[src/rtl/intc_pkg.sv]
package intc_pkg;

  // register-port select codes
  localparam logic [1:0] SEL_MASK = 2'd0;
  localparam logic [1:0] SEL_CFG  = 2'd1;
  localparam logic [1:0] SEL_EOI  = 2'd2;

  // strobes handed from control to datapath
  typedef struct packed {
    logic grant;     // acknowledge with an eligible winner
    logic spurious;  // acknowledge with nothing eligible
    logic eoi;       // clear highest-priority in-service bit
    logic loadMask;  // write mask register
    logic loadCfg;   // write base and trigger mode
  } intcStrobe_t;

endpackage

[src/rtl/intc_sync.sv]
module intc_sync #(
  parameter int NUM_IRQ = 8,
  parameter int STAGES  = 2
) (
  input  logic               clk,
  input  logic               rstN,
  input  logic [NUM_IRQ-1:0] irqIn,
  output logic [NUM_IRQ-1:0] irqSync,
  output logic [NUM_IRQ-1:0] irqRise
);

  logic [NUM_IRQ-1:0] prevSync;

  for (genvar g = 0; g < NUM_IRQ; g++) begin : gLine
    logic [STAGES-1:0] chain;
    always_ff @(posedge clk) begin
      if (!rstN) chain <= '0;
      else       chain <= {chain[STAGES-2:0], irqIn[g]};
    end
    assign irqSync[g] = chain[STAGES-1];
  end

  always_ff @(posedge clk) begin
    if (!rstN) prevSync <= '0;
    else       prevSync <= irqSync;
  end

  assign irqRise = irqSync & ~prevSync;

endmodule

[src/rtl/intc_ctrl.sv]
module intc_ctrl
  import intc_pkg::*;
(
  input  logic        clk,
  input  logic        rstN,
  input  logic        ackStrobe,
  input  logic        cfgWe,
  input  logic [1:0]  cfgSel,
  input  logic        anyAllowed,
  output intcStrobe_t strobes,
  output logic        vecValid
);

  always_comb begin
    strobes          = '0;
    strobes.grant    = ackStrobe & anyAllowed;
    strobes.spurious = ackStrobe & ~anyAllowed;
    strobes.eoi      = cfgWe & (cfgSel == SEL_EOI);
    strobes.loadMask = cfgWe & (cfgSel == SEL_MASK);
    strobes.loadCfg  = cfgWe & (cfgSel == SEL_CFG);
  end

  always_ff @(posedge clk) begin
    if (!rstN) vecValid <= 1'b0;
    else       vecValid <= ackStrobe;
  end

endmodule

[src/rtl/intc_datapath.sv]
module intc_datapath
  import intc_pkg::*;
#(
  parameter int NUM_IRQ = 8,
  parameter int VEC_W   = 8
) (
  input  logic               clk,
  input  logic               rstN,
  input  intcStrobe_t        strobes,
  input  logic [VEC_W-1:0]   cfgData,
  input  logic [NUM_IRQ-1:0] irqSync,
  input  logic [NUM_IRQ-1:0] irqRise,
  output logic               anyAllowed,
  output logic               intOut,
  output logic [VEC_W-1:0]   vecOut,
  output logic [NUM_IRQ-1:0] isrOut
);

  localparam int LVL_W  = $clog2(NUM_IRQ);
  localparam int BASE_W = VEC_W - LVL_W;
  localparam logic [LVL_W-1:0] LEVEL_CODE = LVL_W'(1);
  localparam logic [LVL_W-1:0] DEFAULT_LVL = LVL_W'(NUM_IRQ - 1);

  logic [NUM_IRQ-1:0] maskReg;
  logic [NUM_IRQ-1:0] edgeLat;
  logic [NUM_IRQ-1:0] isrReg;
  logic [BASE_W-1:0]  baseReg;
  logic               levelMode;

  logic [NUM_IRQ-1:0] validReq;
  logic [NUM_IRQ-1:0] candReq;
  logic [NUM_IRQ-1:0] blockAcc;
  logic [NUM_IRQ-1:0] allowed;
  logic [NUM_IRQ-1:0] winOh;
  logic [NUM_IRQ-1:0] isrLow;
  logic [NUM_IRQ-1:0] setBits;
  logic [NUM_IRQ-1:0] clrBits;
  logic [LVL_W-1:0]   winIdx;

  // live request gating: edge capture only counts while the line is high
  assign validReq = levelMode ? irqSync : (edgeLat & irqSync);
  assign candReq  = validReq & ~maskReg;

  // cumulative in-service block: line i blocked if any isr bit j <= i set
  assign blockAcc[0] = isrReg[0];
  for (genvar g = 1; g < NUM_IRQ; g++) begin : gBlock
    assign blockAcc[g] = blockAcc[g-1] | isrReg[g];
  end

  assign allowed    = candReq & ~blockAcc;
  assign anyAllowed = |allowed;

  // lowest set bit wins
  assign winOh  = allowed & (~allowed + NUM_IRQ'(1));
  assign isrLow = isrReg & (~isrReg + NUM_IRQ'(1));

  always_comb begin
    winIdx = '0;
    for (int i = 0; i < NUM_IRQ; i++) begin
      if (winOh[i]) winIdx = LVL_W'(i);
    end
  end

  assign setBits = strobes.grant ? winOh  : '0;
  assign clrBits = strobes.eoi   ? isrLow : '0;

  always_ff @(posedge clk) begin
    if (!rstN) begin
      maskReg   <= '0;
      baseReg   <= '0;
      levelMode <= 1'b0;
    end else begin
      if (strobes.loadMask) maskReg <= cfgData[NUM_IRQ-1:0];
      if (strobes.loadCfg) begin
        baseReg   <= cfgData[VEC_W-1:LVL_W];
        levelMode <= (cfgData[LVL_W-1:0] == LEVEL_CODE);
      end
    end
  end

  always_ff @(posedge clk) begin
    if (!rstN) begin
      edgeLat <= '0;
      isrReg  <= '0;
    end else begin
      edgeLat <= (edgeLat | irqRise) & ~setBits;
      isrReg  <= (isrReg & ~clrBits) | setBits;
    end
  end

  always_ff @(posedge clk) begin
    if (!rstN) begin
      vecOut <= '0;
      intOut <= 1'b0;
    end else begin
      intOut <= anyAllowed;
      if (strobes.grant)         vecOut <= {baseReg, winIdx};
      else if (strobes.spurious) vecOut <= {baseReg, DEFAULT_LVL};
    end
  end

  assign isrOut = isrReg;

endmodule

[src/rtl/prio_int_ctrl.sv]
module prio_int_ctrl
  import intc_pkg::*;
#(
  parameter int NUM_IRQ = 8,
  parameter int VEC_W   = 8,
  parameter int SYNC_STAGES = 2
) (
  input  logic               clk,
  input  logic               rstN,
  input  logic [NUM_IRQ-1:0] irqIn,
  output logic               intOut,
  input  logic               ackStrobe,
  output logic [VEC_W-1:0]   vecOut,
  output logic               vecValid,
  input  logic               cfgWe,
  input  logic [1:0]         cfgSel,
  input  logic [VEC_W-1:0]   cfgData,
  output logic [NUM_IRQ-1:0] isrOut
);

  logic [NUM_IRQ-1:0] irqSync;
  logic [NUM_IRQ-1:0] irqRise;
  logic               anyAllowed;
  intcStrobe_t        strobes;

  intc_sync #(.NUM_IRQ(NUM_IRQ), .STAGES(SYNC_STAGES)) uSync (
    .clk     (clk),
    .rstN    (rstN),
    .irqIn   (irqIn),
    .irqSync (irqSync),
    .irqRise (irqRise)
  );

  intc_ctrl uCtrl (
    .clk        (clk),
    .rstN       (rstN),
    .ackStrobe  (ackStrobe),
    .cfgWe      (cfgWe),
    .cfgSel     (cfgSel),
    .anyAllowed (anyAllowed),
    .strobes    (strobes),
    .vecValid   (vecValid)
  );

  intc_datapath #(.NUM_IRQ(NUM_IRQ), .VEC_W(VEC_W)) uDp (
    .clk        (clk),
    .rstN       (rstN),
    .strobes    (strobes),
    .cfgData    (cfgData),
    .irqSync    (irqSync),
    .irqRise    (irqRise),
    .anyAllowed (anyAllowed),
    .intOut     (intOut),
    .vecOut     (vecOut),
    .isrOut     (isrOut)
  );

endmodule

[config.mk]
export PLATFORM = sky130hd
export DESIGN_NAME = prio_int_ctrl
export DESIGN_NICKNAME = d
export VERILOG_FILES = /design/src/rtl/intc_pkg.sv /design/src/rtl/intc_sync.sv /design/src/rtl/intc_ctrl.sv /design/src/rtl/intc_datapath.sv /design/src/rtl/prio_int_ctrl.sv
export SDC_FILE = /design/constraint.sdc
export NUM_CORES = 1
export LEC_CHECK = 0
export CAP_MARGIN = 20
export CELL_PAD_IN_SITES_DETAIL_PLACEMENT = 1
export CELL_PAD_IN_SITES_GLOBAL_PLACEMENT = 1
export CORE_MARGIN = 2
export CORE_UTILIZATION = 41
export CTS_CLUSTER_SIZE = 10
export DETAILED_ROUTE_END_ITERATION = 8
export GPL_TIMING_DRIVEN = 0
export PLACE_DENSITY_LB_ADDON = 0.1
export SLEW_MARGIN = 5
export SYNTH_ARGS = -nofsm -noshare
export SYNTH_HDL_FRONTEND = slang
export SYNTH_HIERARCHICAL = 1
export SYNTH_SLANG_ARGS = --single-unit
[constraint.sdc]
create_clock -name clk -period 2.85 [get_ports clk]
set_clock_uncertainty 0.15 [all_clocks]
set_input_delay 0.285 -clock clk [delete_from_list [all_inputs] [get_ports clk]]
set_output_delay 0.285 -clock clk [all_outputs]
set_load 0.03 [all_outputs]
-- After elaboration in Yosys (flattened, before gate mapping)
Cells that the tools add are included.
- bits in registers: 64
- input port bits: 22
- output and inout port bits: 18
- word-level logic and storage cells: 67
- $add $sub $neg: 2
- equal/unequal tests: 3
- mux-type cells: 12
- bitwise gates (word level): 30
- reductions and logical operators: 3
- operators with widths (cell ; count):
    8-bit bitwise AND ; 8
    8-bit NOT ; 7
    8-bit 2-to-1 mux ; 5
    8-bit by 1-bit adder with 8-bit output (second input constant) ; 2
    8-bit OR ; 2
    3-bit 2-to-1 mux ; 4
    8-bit OR reduction ; 1
    1-bit OR ; 7
    1-bit bitwise AND ; 5
    2-bit 2-to-1 mux ; 2
    3-bit by 1-bit equality test with 1-bit output (second input constant) ; 1
    2-bit by 1-bit equality test with 1-bit output (second input constant) ; 1
    2-bit equality test (second input constant) ; 1
    2-bit zero test ; 1
    2-bit nonzero test ; 1
    1-bit 2-to-1 mux ; 1
    1-bit NOT ; 1

-- Logic depth before layout (Yosys ltp)
Gate-level depths: netlist (run 1).
- depth in word-level cells: 20
- gate-level depth with buffers: 11
- mapped depth without buffers: 9

-- Modules after synthesis
The synthesis (run 1) kept the hierarchy.
- by module, submodules not included (module ; times used ; cells each ; area an instance (µm²) ; seq. area each (µm²)):
    intc_datapath ; 1 ; 187 ; 1739.2 ; 780.7
    intc_sync ; 1 ; 66 ; 774.5 ; 480.5
    intc_ctrl ; 1 ; 7 ; 68.8 ; 20.0

-- Worst setup path after synthesis (run 1)
Ideal clock, no wire load.
- path kind: register to register
- start point: register uDp.isrReg[0] (netlist: uDp/isrOut[0])
- end point: register uDp.vecOut[1]
- setup time: 0.074 ns
- arrival time: 2.364 ns
- required time: 2.626 ns
- setup slack: 0.262 ns
- stages on the path, launching flop included: 10
- buffers on the path: 1
- period minus slack after synthesis: 2.588 ns
- cells stage by stage: dfxtp_1 or4b_2 o22ai_2 o21ba_2 nand2_1 and2_1 or2_2 clkbuf_1 o21ai_0 a31oi_1
- RTL lines (element ; line ; source):
    start: declaration ; intc_datapath.sv:26 ; logic [NUM_IRQ-1:0] isrReg;
    start signal: assignment ; intc_datapath.sv:87 ; isrReg <= (isrReg & ~clrBits) | setBits;
    end signal: assignment ; intc_datapath.sv:97 ; if (strobes.grant) vecOut <= {baseReg, winIdx};
    end signal: assignment ; intc_datapath.sv:98 ; else if (strobes.spurious) vecOut <= {baseReg, DEFAULT_LVL};
    end: declaration ; intc_datapath.sv:15 ; output logic [VEC_W-1:0] vecOut,

==> results of run 1 <==
## cells in the mapped netlist (all sizes together), types with 2 or more instances
cell type,count,area (µm²)
o21ai,13,65.1
a21boi,11,82.6
o21a,2,15.0
nor4b,3,41.3
nand3,3,15.0
nor4,3,18.8
nor2b,23,144
o22ai,3,25.0
or3,2,17.5
nor2,15,56.3
a31oi,2,12.5
or3b,2,17.5
or2,3,18.8
and2,28,186
o211a,5,50.1
nand4,2,12.5
buf,12,105
clkbuf,7,26.3
a21oi,2,10.0
mux2i,13,130
dfxtp,64,1280
nand2,19,71.3
a31o,2,17.5
and3b,2,17.5
inv,5,18.8
## layout by cell type (no fill, tap or decap), types with 2 or more instances in the layout
| cell type | synthesis | routed |
|---|---|---|
| sky130_fd_sc_hd__a21boi_0 | 10 | 10 |
| sky130_fd_sc_hd__a21oi_1 | 2 | 2 |
| sky130_fd_sc_hd__a31o_2 | 2 | 2 |
| sky130_fd_sc_hd__a31oi_1 | 2 | 2 |
| sky130_fd_sc_hd__and2_1 | 19 | 19 |
| sky130_fd_sc_hd__and2_2 | 9 | 9 |
| sky130_fd_sc_hd__and3b_1 | 2 | 2 |
| sky130_fd_sc_hd__buf_4 | 8 | 11 |
| sky130_fd_sc_hd__buf_6 | 4 | 4 |
| sky130_fd_sc_hd__bufinv_16 | 0 | 3 |
| sky130_fd_sc_hd__clkbuf_1 | 7 | 6 |
| sky130_fd_sc_hd__clkbuf_8 | 0 | 11 |
| sky130_fd_sc_hd__clkdlybuf4s50_1 | 0 | 39 |
| sky130_fd_sc_hd__dfxtp_1 | 64 | 64 |
| sky130_fd_sc_hd__inv_1 | 5 | 5 |
| sky130_fd_sc_hd__mux2i_1 | 13 | 13 |
| sky130_fd_sc_hd__nand2_1 | 19 | 19 |
| sky130_fd_sc_hd__nand3_1 | 3 | 3 |
| sky130_fd_sc_hd__nand4_1 | 2 | 2 |
| sky130_fd_sc_hd__nor2_1 | 15 | 15 |
| sky130_fd_sc_hd__nor2b_1 | 23 | 23 |
| sky130_fd_sc_hd__nor4_1 | 3 | 2 |
| sky130_fd_sc_hd__nor4b_1 | 2 | 2 |
| sky130_fd_sc_hd__o211a_1 | 5 | 5 |
| sky130_fd_sc_hd__o21a_1 | 2 | 2 |
| sky130_fd_sc_hd__o21ai_0 | 13 | 13 |
| sky130_fd_sc_hd__or2_2 | 3 | 3 |
## power by group through the flow
stage               clock network (W)  logic (W)  registers (W)
finish                       0.000968   0.000180       0.000945
CTS                          0.000994   0.000178       0.000945
global route                  0.00103   0.000197       0.000948
floorplan                           0  0.0000887       0.000975
global placement                    0   0.000174       0.000963
detailed placement                  0   0.000178       0.000965
## cells by family (layout without fill, tap and decap cells)
| group | Yosys count | after routing |
|---|---|---|
| AO/OA/AOI/OAI | 48 | 48 |
| buffers and inverters | 24 | 81 |
| flip-flops | 64 | 64 |
| multiplexers | 13 | 13 |
| AND/OR/NAND/NOR | 111 | 111 |
## state kept, by name (all words and copies together) (netlist names)
signal             cells
uSync/prevSync         8
uDp/baseReg            5
uDp/maskReg            8
uDp/edgeLat            8
uCtrl/vecValid         1
uDp/intOut             1
uDp/levelMode          1
uDp/vecOut             8
uSync/gLine.chain     16
uDp/isrOut             8
## path summary, 6_finish.rpt
kind | endpoint | slack, ps | depth (start not counted)
setup / recovery | uDp/isrOut[2] | 210 | 8
hold / removal | uSync/gLine[0].chain[1] | 290 | 1
setup reg to reg | uDp/isrOut[2] | 210 | 8
hold reg to reg | uSync/gLine[0].chain[1] | 290 | 1
## what timing repair did
action                     in CTS  in global routing
setup endpoints to repair       8                  6
gates resized for setup         0                  4
setup buffers                   0                  3
gates cloned                    0                  0
pin swaps                       0                  1
## per-layer routing
| metal | wire length (µm) | vias to the layer above | global-route usage, % |
|---|---|---|---|
| met5 | 0 | - | 0 |
| met4 | 107 | 0 | 7.45 |
| met3 | 205 | 9 | 5.37 |
| met2 | 2920 | 36 | 30.1 |
| li1 | - | 983 | - |
| met1 | 2770 | 940 | 21.4 |
## layout make-up
cell class                 count  area share, %
buffer                        18           3.79
clock buffer                  11           4.49
clock inverter                 5           3.05
inverter                       5          0.557
multi-input combinational    172           35.0
sequential                    64           38.0
tap                           75           2.79
timing repair buffer          42           12.3
## stage by stage
stage               cell area (µm²)  setup TNS [ps]  power (W)
global route                   3370               0    0.00218
finish                         3370               0    0.00209
global placement               3070               0    0.00114
CTS                            3320               0    0.00212
floorplan                      2580               0    0.00106
detailed placement             3070            -138    0.00114
==> out/summary.md, run 1 <==
## Cells and area
- **fin util** 56.2%
- **Sequential cell area** 0.00128 mm²
- **ratio of cells with drive above 1 in the final layout** 18.3%
- **Non-Filler Instances** 392
- **synth-to-layout area growth** 30.4%
- **Final Net Count** 334
- **FILL cells** 691
- **number of antenna repair diodes** 0
- **Multi-input gate area** 0.00118 mm²

## Setup path
- **origin of the critical flop-to-flop path** uDp/isrOut[0]
- **cell family contributing the most delay on the critical path** simple AND/OR/NAND/NOR gates
- **Crit. End Element** register
- **Crit path buffers/inverters** 1
- **peak per-stage delay on the critical path** 480 ps
- **critical path, cell by cell** or3_4 -> or4_4 -> o21bai_1 -> nand2_1 -> and2_1 -> inv_1 -> nor4_4 -> o21a_1
- **type of the worst setup path** reg -> reg
- **critical path data arrival time** 2760 ps
- **slowest library cell on the worst path** sky130_fd_sc_hd__or4_4
- **Req. time, crit path** 2980 ps
- **origin of the worst setup path** uDp/isrOut[0]
- **critical path fanouts, max** 8
- **kind of start point of the critical path** register

## CTS
- **clock slew at reported path FFs** 70 ps
- **number of hold buffers added after cts** 0
- **maximum level of the CTS H-tree** 3
- **clock tree from TritonCTS** done
- **worst-case clock buffer depth** 2
- **TritonCTS sink count** 64
- **clock root cell** sky130_fd_sc_hd__clkbuf_8
- **number of buffers inserted during clock tree synthesis** 9
- **source-to-sink clock delay at the later pin of the worst-skew pair** 330 ps

## Synthesis
- **post-synthesis share of cell area spent on and, or, nand and nor gates** 26.0%
- **proportion of synthesized area in mux cells** 5.04%
- **area share of fa/ha/maj cells after synthesis** 0%
- **Top FF cell, synth** sky130_fd_sc_hd__dfxtp_1
- **Synth Area in Compound Gates** 13.6%
- **number of distinct library cells after synthesis** 46
- **mean area per synthesized cell** 9.93 µm²
- **number of nets produced by synthesis** 282
- **combinational family with the most area after synthesis** simple AND/OR/NAND/NOR gates
- **Syn Inst Count** 260
- **register area share after synthesis** 49.6%
- **Synth warnings** 6
- **number of synthesized flops with an enable pin** 0
- **post-synth design cell area** 0.00258 mm²
- **synthesized-area fraction occupied by xor and xnor cells** 0%
- **proportion of synthesized flip-flops having asynchronous set or reset** 0%
- **Seq cells post-synth** 64

## Timing
- **Hold Vio Cnt, Final** 0
- **setup repair after global routing missed its margin** false
- **Period Utilization, post-route** 92.6%
- **final worst hold slack** 286 ps
- **Worst Setup Slack, final** 211 ps
- **fmax** 379 MHz
- **setup violators final** 0
- **number of pins with negative max-slew slack in the final report** 0
- **headroom to the max-slew limit** 60.4%
- **measured slew at the worst slew-check pin** 594 ps
- **minimum clock period** 2640 ps

## Pwr
- **Switching Fraction** 21.2%
- **cell leakage power** 1.30 nW
- **Int Pwr** 0.00165 W
- **Power Dens Cells** 621 mW/mm²
- **part of the total power dissipated in the clock network** 46.2%
- **net load switching power** 0.000444 W
- **Seq pwr share** 45.2%
- **combinational share of power** 8.6%
- **worst vdd rail ir drop** 0.346 mV

## Floorplan
- **I/O pins** 40
- **DIE AREA** 0.00695 mm²
- **# rows** 28
- **Chip Width** 83.4 µm
- **initial core utilization** 43.1%
- **die height** 83.4 µm
- **CORE AREA** 0.00599 mm²

## Route
- **DRC Markers** 0
- **via count of the routed design** 1968
- **average wire length per cell after detail routing** 15.3 µm
- **initial detailed-routing violation count** 32
- **Via density** 5.02
- **1st-pass router iterations** 4
- **number of nets with antenna violations after detailed routing** 0
- **total detailed-routing wirelength** 6000 µm

## Global route
- **sum of overflow across all layers after global routing** 0
- **Overall Global Routing Usage** 18.0%
- **number of global-route vias before repair** 2045
- **maximum number of pins on one net before global-route repair** 12
- **antenna violations before repair** 0
- **global-route wire length before repair** 9830 µm

## Hold path
- **hold crit path type** reg -> reg
- **startpoint of the lowest-slack hold path** uSync/gLine[0].chain[0]

## Placed design
- **DP HPWL** 4380 µm
- **placed cells** 374
- **input/output buffers** 39
- **pre-CTS setup slack** -51.2 ps
- **Final GP Congestion** 0.794

## Run
- **maxcap violations** 0

## Outcome
- **result of the run** completed

Power figures use the tool's default switching activity.
==> run 2: changes to the inputs <==
--- a/config.mk
+++ b/config.mk
@@ -13,7 +13,7 @@
 export CTS_CLUSTER_SIZE = 10
 export DETAILED_ROUTE_END_ITERATION = 8
 export GPL_TIMING_DRIVEN = 0
-export PLACE_DENSITY_LB_ADDON = 0.1
+export PLACE_DENSITY = 0.8
 export SLEW_MARGIN = 5
 export SYNTH_ARGS = -nofsm -noshare
 export SYNTH_HDL_FRONTEND = slang
==> out/summary.md, run 2 (synthesized netlist as in run 1, its figures left out) <==
## Timing
- **Period Utilization, post-route** 93.8%, was 92.6%
- **minimum clock period** 2670 ps, was 2640 ps
- **number of pins with negative max-slew slack in the final report** 0, unchanged
- **setup repair after global routing missed its margin** false, unchanged
- **setup violators final** 0, unchanged
- **fmax** 374 MHz, was 379 MHz
- **headroom to the max-slew limit** 58.7%, was 60.4%
- **Hold Vio Cnt, Final** 0, unchanged
- **Worst Setup Slack, final** 175 ps, was 211 ps
- **measured slew at the worst slew-check pin** 620 ps, was 594 ps
- **Total Neg Setup Slack** 0 ps, unchanged

## CTS
- **clock root cell** sky130_fd_sc_hd__clkbuf_8, unchanged
- **worst-case clock buffer depth** 2, unchanged
- **number of hold buffers added after cts** 0, unchanged
- **clock tree from TritonCTS** done, unchanged
- **TritonCTS sink count** 64, unchanged
- **source-to-sink clock delay at the later pin of the worst-skew pair** 330 ps, about the same
- **maximum level of the CTS H-tree** 3, unchanged
- **number of buffers inserted during clock tree synthesis** 9, unchanged
- **clock slew at reported path FFs** 70 ps, about the same

## Floorplan
- **I/O pins** 40, unchanged
- **die height** 83.4 µm, unchanged
- **DIE AREA** 0.00695 mm², unchanged
- **# rows** 28, unchanged
- **initial core utilization** 43.1%, unchanged
- **CORE AREA** 0.00599 mm², unchanged
- **Chip Width** 83.4 µm, unchanged

## Global route
- **antenna violations before repair** 0, unchanged
- **maximum number of pins on one net before global-route repair** 12, unchanged
- **global-route wire length before repair** 10000 µm, was 9830 µm
- **Overall Global Routing Usage** 18.5%, was 18.0%
- **number of global-route vias before repair** 2089, was 2045
- **sum of overflow across all layers after global routing** 0, unchanged

## Route
- **number of nets with antenna violations after detailed routing** 0, unchanged
- **average wire length per cell after detail routing** 15.5 µm, was 15.3 µm
- **initial detailed-routing violation count** 70, was 32
- **highest metal layer with signal wires** met4, unchanged
- **total detailed-routing wirelength** 6070 µm, was 6000 µm
- **DRC Markers** 0, unchanged
- **post-route met1 wirelength** 2730 µm, was 2770 µm
- **Via density** 5.13, was 5.02
- **routed length on met3** 252 µm, was 205 µm
- **1st-pass router iterations** 4, unchanged
- **via count of the routed design** 2004, was 1968
- **met2 routed wirelength** 2920 µm, about the same

## Placed design
- **pre-CTS setup slack** -16.8 ps, was -51.2 ps
- **DP HPWL** 4300 µm, was 4380 µm
- **placed cells** 374, unchanged
- **Final GP Congestion** 0.864, was 0.794
- **input/output buffers** 39, unchanged

## Pwr
- **worst vdd rail ir drop** 0.363 mV, was 0.346 mV
- **power consumption** 0.00205 W, was 0.00209 W
- **cell leakage power** 1.29 nW, was 1.30 nW
- **Power Dens Cells** 614 mW/mm², was 621 mW/mm²

## Setup path
- **Crit. End Element** register, unchanged
- **type of the worst setup path** reg -> reg, unchanged
- **critical path fanouts, max** 8, unchanged
- **Req. time, crit path** 2980 ps, about the same
- **kind of start point of the critical path** register, unchanged
- **critical path data arrival time** 2810 ps, was 2760 ps

## Cells and area
- **most used cells in the layout excluding fill and tap cells** sky130_fd_sc_hd__dfxtp_1, sky130_fd_sc_hd__clkdlybuf4s50_1, sky130_fd_sc_hd__nor2b_1, unchanged
- **number of flip-flops in the largest register** 16, unchanged
- **leading cell type in the layout, fill and taps excluded** sky130_fd_sc_hd__dfxtp_1, unchanged
- **number of antenna repair diodes** 0, unchanged
- **Final Net Count** 334, unchanged
- **register bank with the most flops** uSync/gLine.chain, unchanged
- **synth-to-layout area growth** 29.4%, was 30.4%
- **Non-Filler Instances** 391, was 392
- **fin util** 55.8%, was 56.2%
- **ratio of cells with drive above 1 in the final layout** 17.4%, was 18.3%

## Hold path
- **hold crit path type** reg -> reg, unchanged

## Outcome
- **result of the run** completed, unchanged

## Run
- **maxcap violations** 0, unchanged

run 2: through the flow:
stage	instance area, µm²	hold slack [ps]
global placement	3070	265
global route	3340	304
CTS	3300	289
finish	3340	283
floorplan	2580	257
detailed placement	3070	273
run 2: final cells by class:
class	instances	area (µm²)
buffer	18	128
clock buffer	12	145
clock inverter	3	90.1
fill	677	2650
inverter	5	18.8
multi-input combinational	172	1170
sequential	64	1280
tap	75	93.8
timing repair buffer	42	413
run 2: per-layer routing:
layer  up-vias  global-route usage, %
li1        982                      -
met1       963                   22.4
met2        45                   30.2
met5         -                      0
met3        14                   5.57
met4         0                   8.20
run 2: report_power, final:
group | internal, W | switching [W]
clock | 0.000601 | 0.000323
sequential | 0.000929 | 0.0000168
combinational | 0.0000927 | 0.0000872
run 2: worst paths after layout:
kind / slack (ps) / to / cells past startpoint / startpoint
worst max-delay path: 180 / uDp/isrOut[2] / 8 / uDp/isrOut[0]
worst max register to register: 180 / uDp/isrOut[2] / 8 / uDp/isrOut[0]
worst min register to register: 280 / uSync/gLine[0].chain[1] / 1 / uSync/gLine[0].chain[0]
worst min-delay path: 280 / uSync/gLine[0].chain[1] / 1 / uSync/gLine[0].chain[0]
run 2: what timing repair did:
action / CTS / global route
resized for setup: 1 / 2
hold endpoints to repair: 0 / 0
endpoints found under the setup margin: 6 / 8
pin swaps: 0 / 1
setup buffers: 0 / 3
run 2: worst max-delay path, stage by stage (launching register included):
cell                       delay [ps]
sky130_fd_sc_hd__dfxtp_1          380
sky130_fd_sc_hd__or3_4            460
sky130_fd_sc_hd__or4_4            480
sky130_fd_sc_hd__o21bai_1         210
sky130_fd_sc_hd__nand2_1          100
sky130_fd_sc_hd__and2_1           220
sky130_fd_sc_hd__inv_1            110
sky130_fd_sc_hd__nor4_2           350
sky130_fd_sc_hd__o21a_1           170
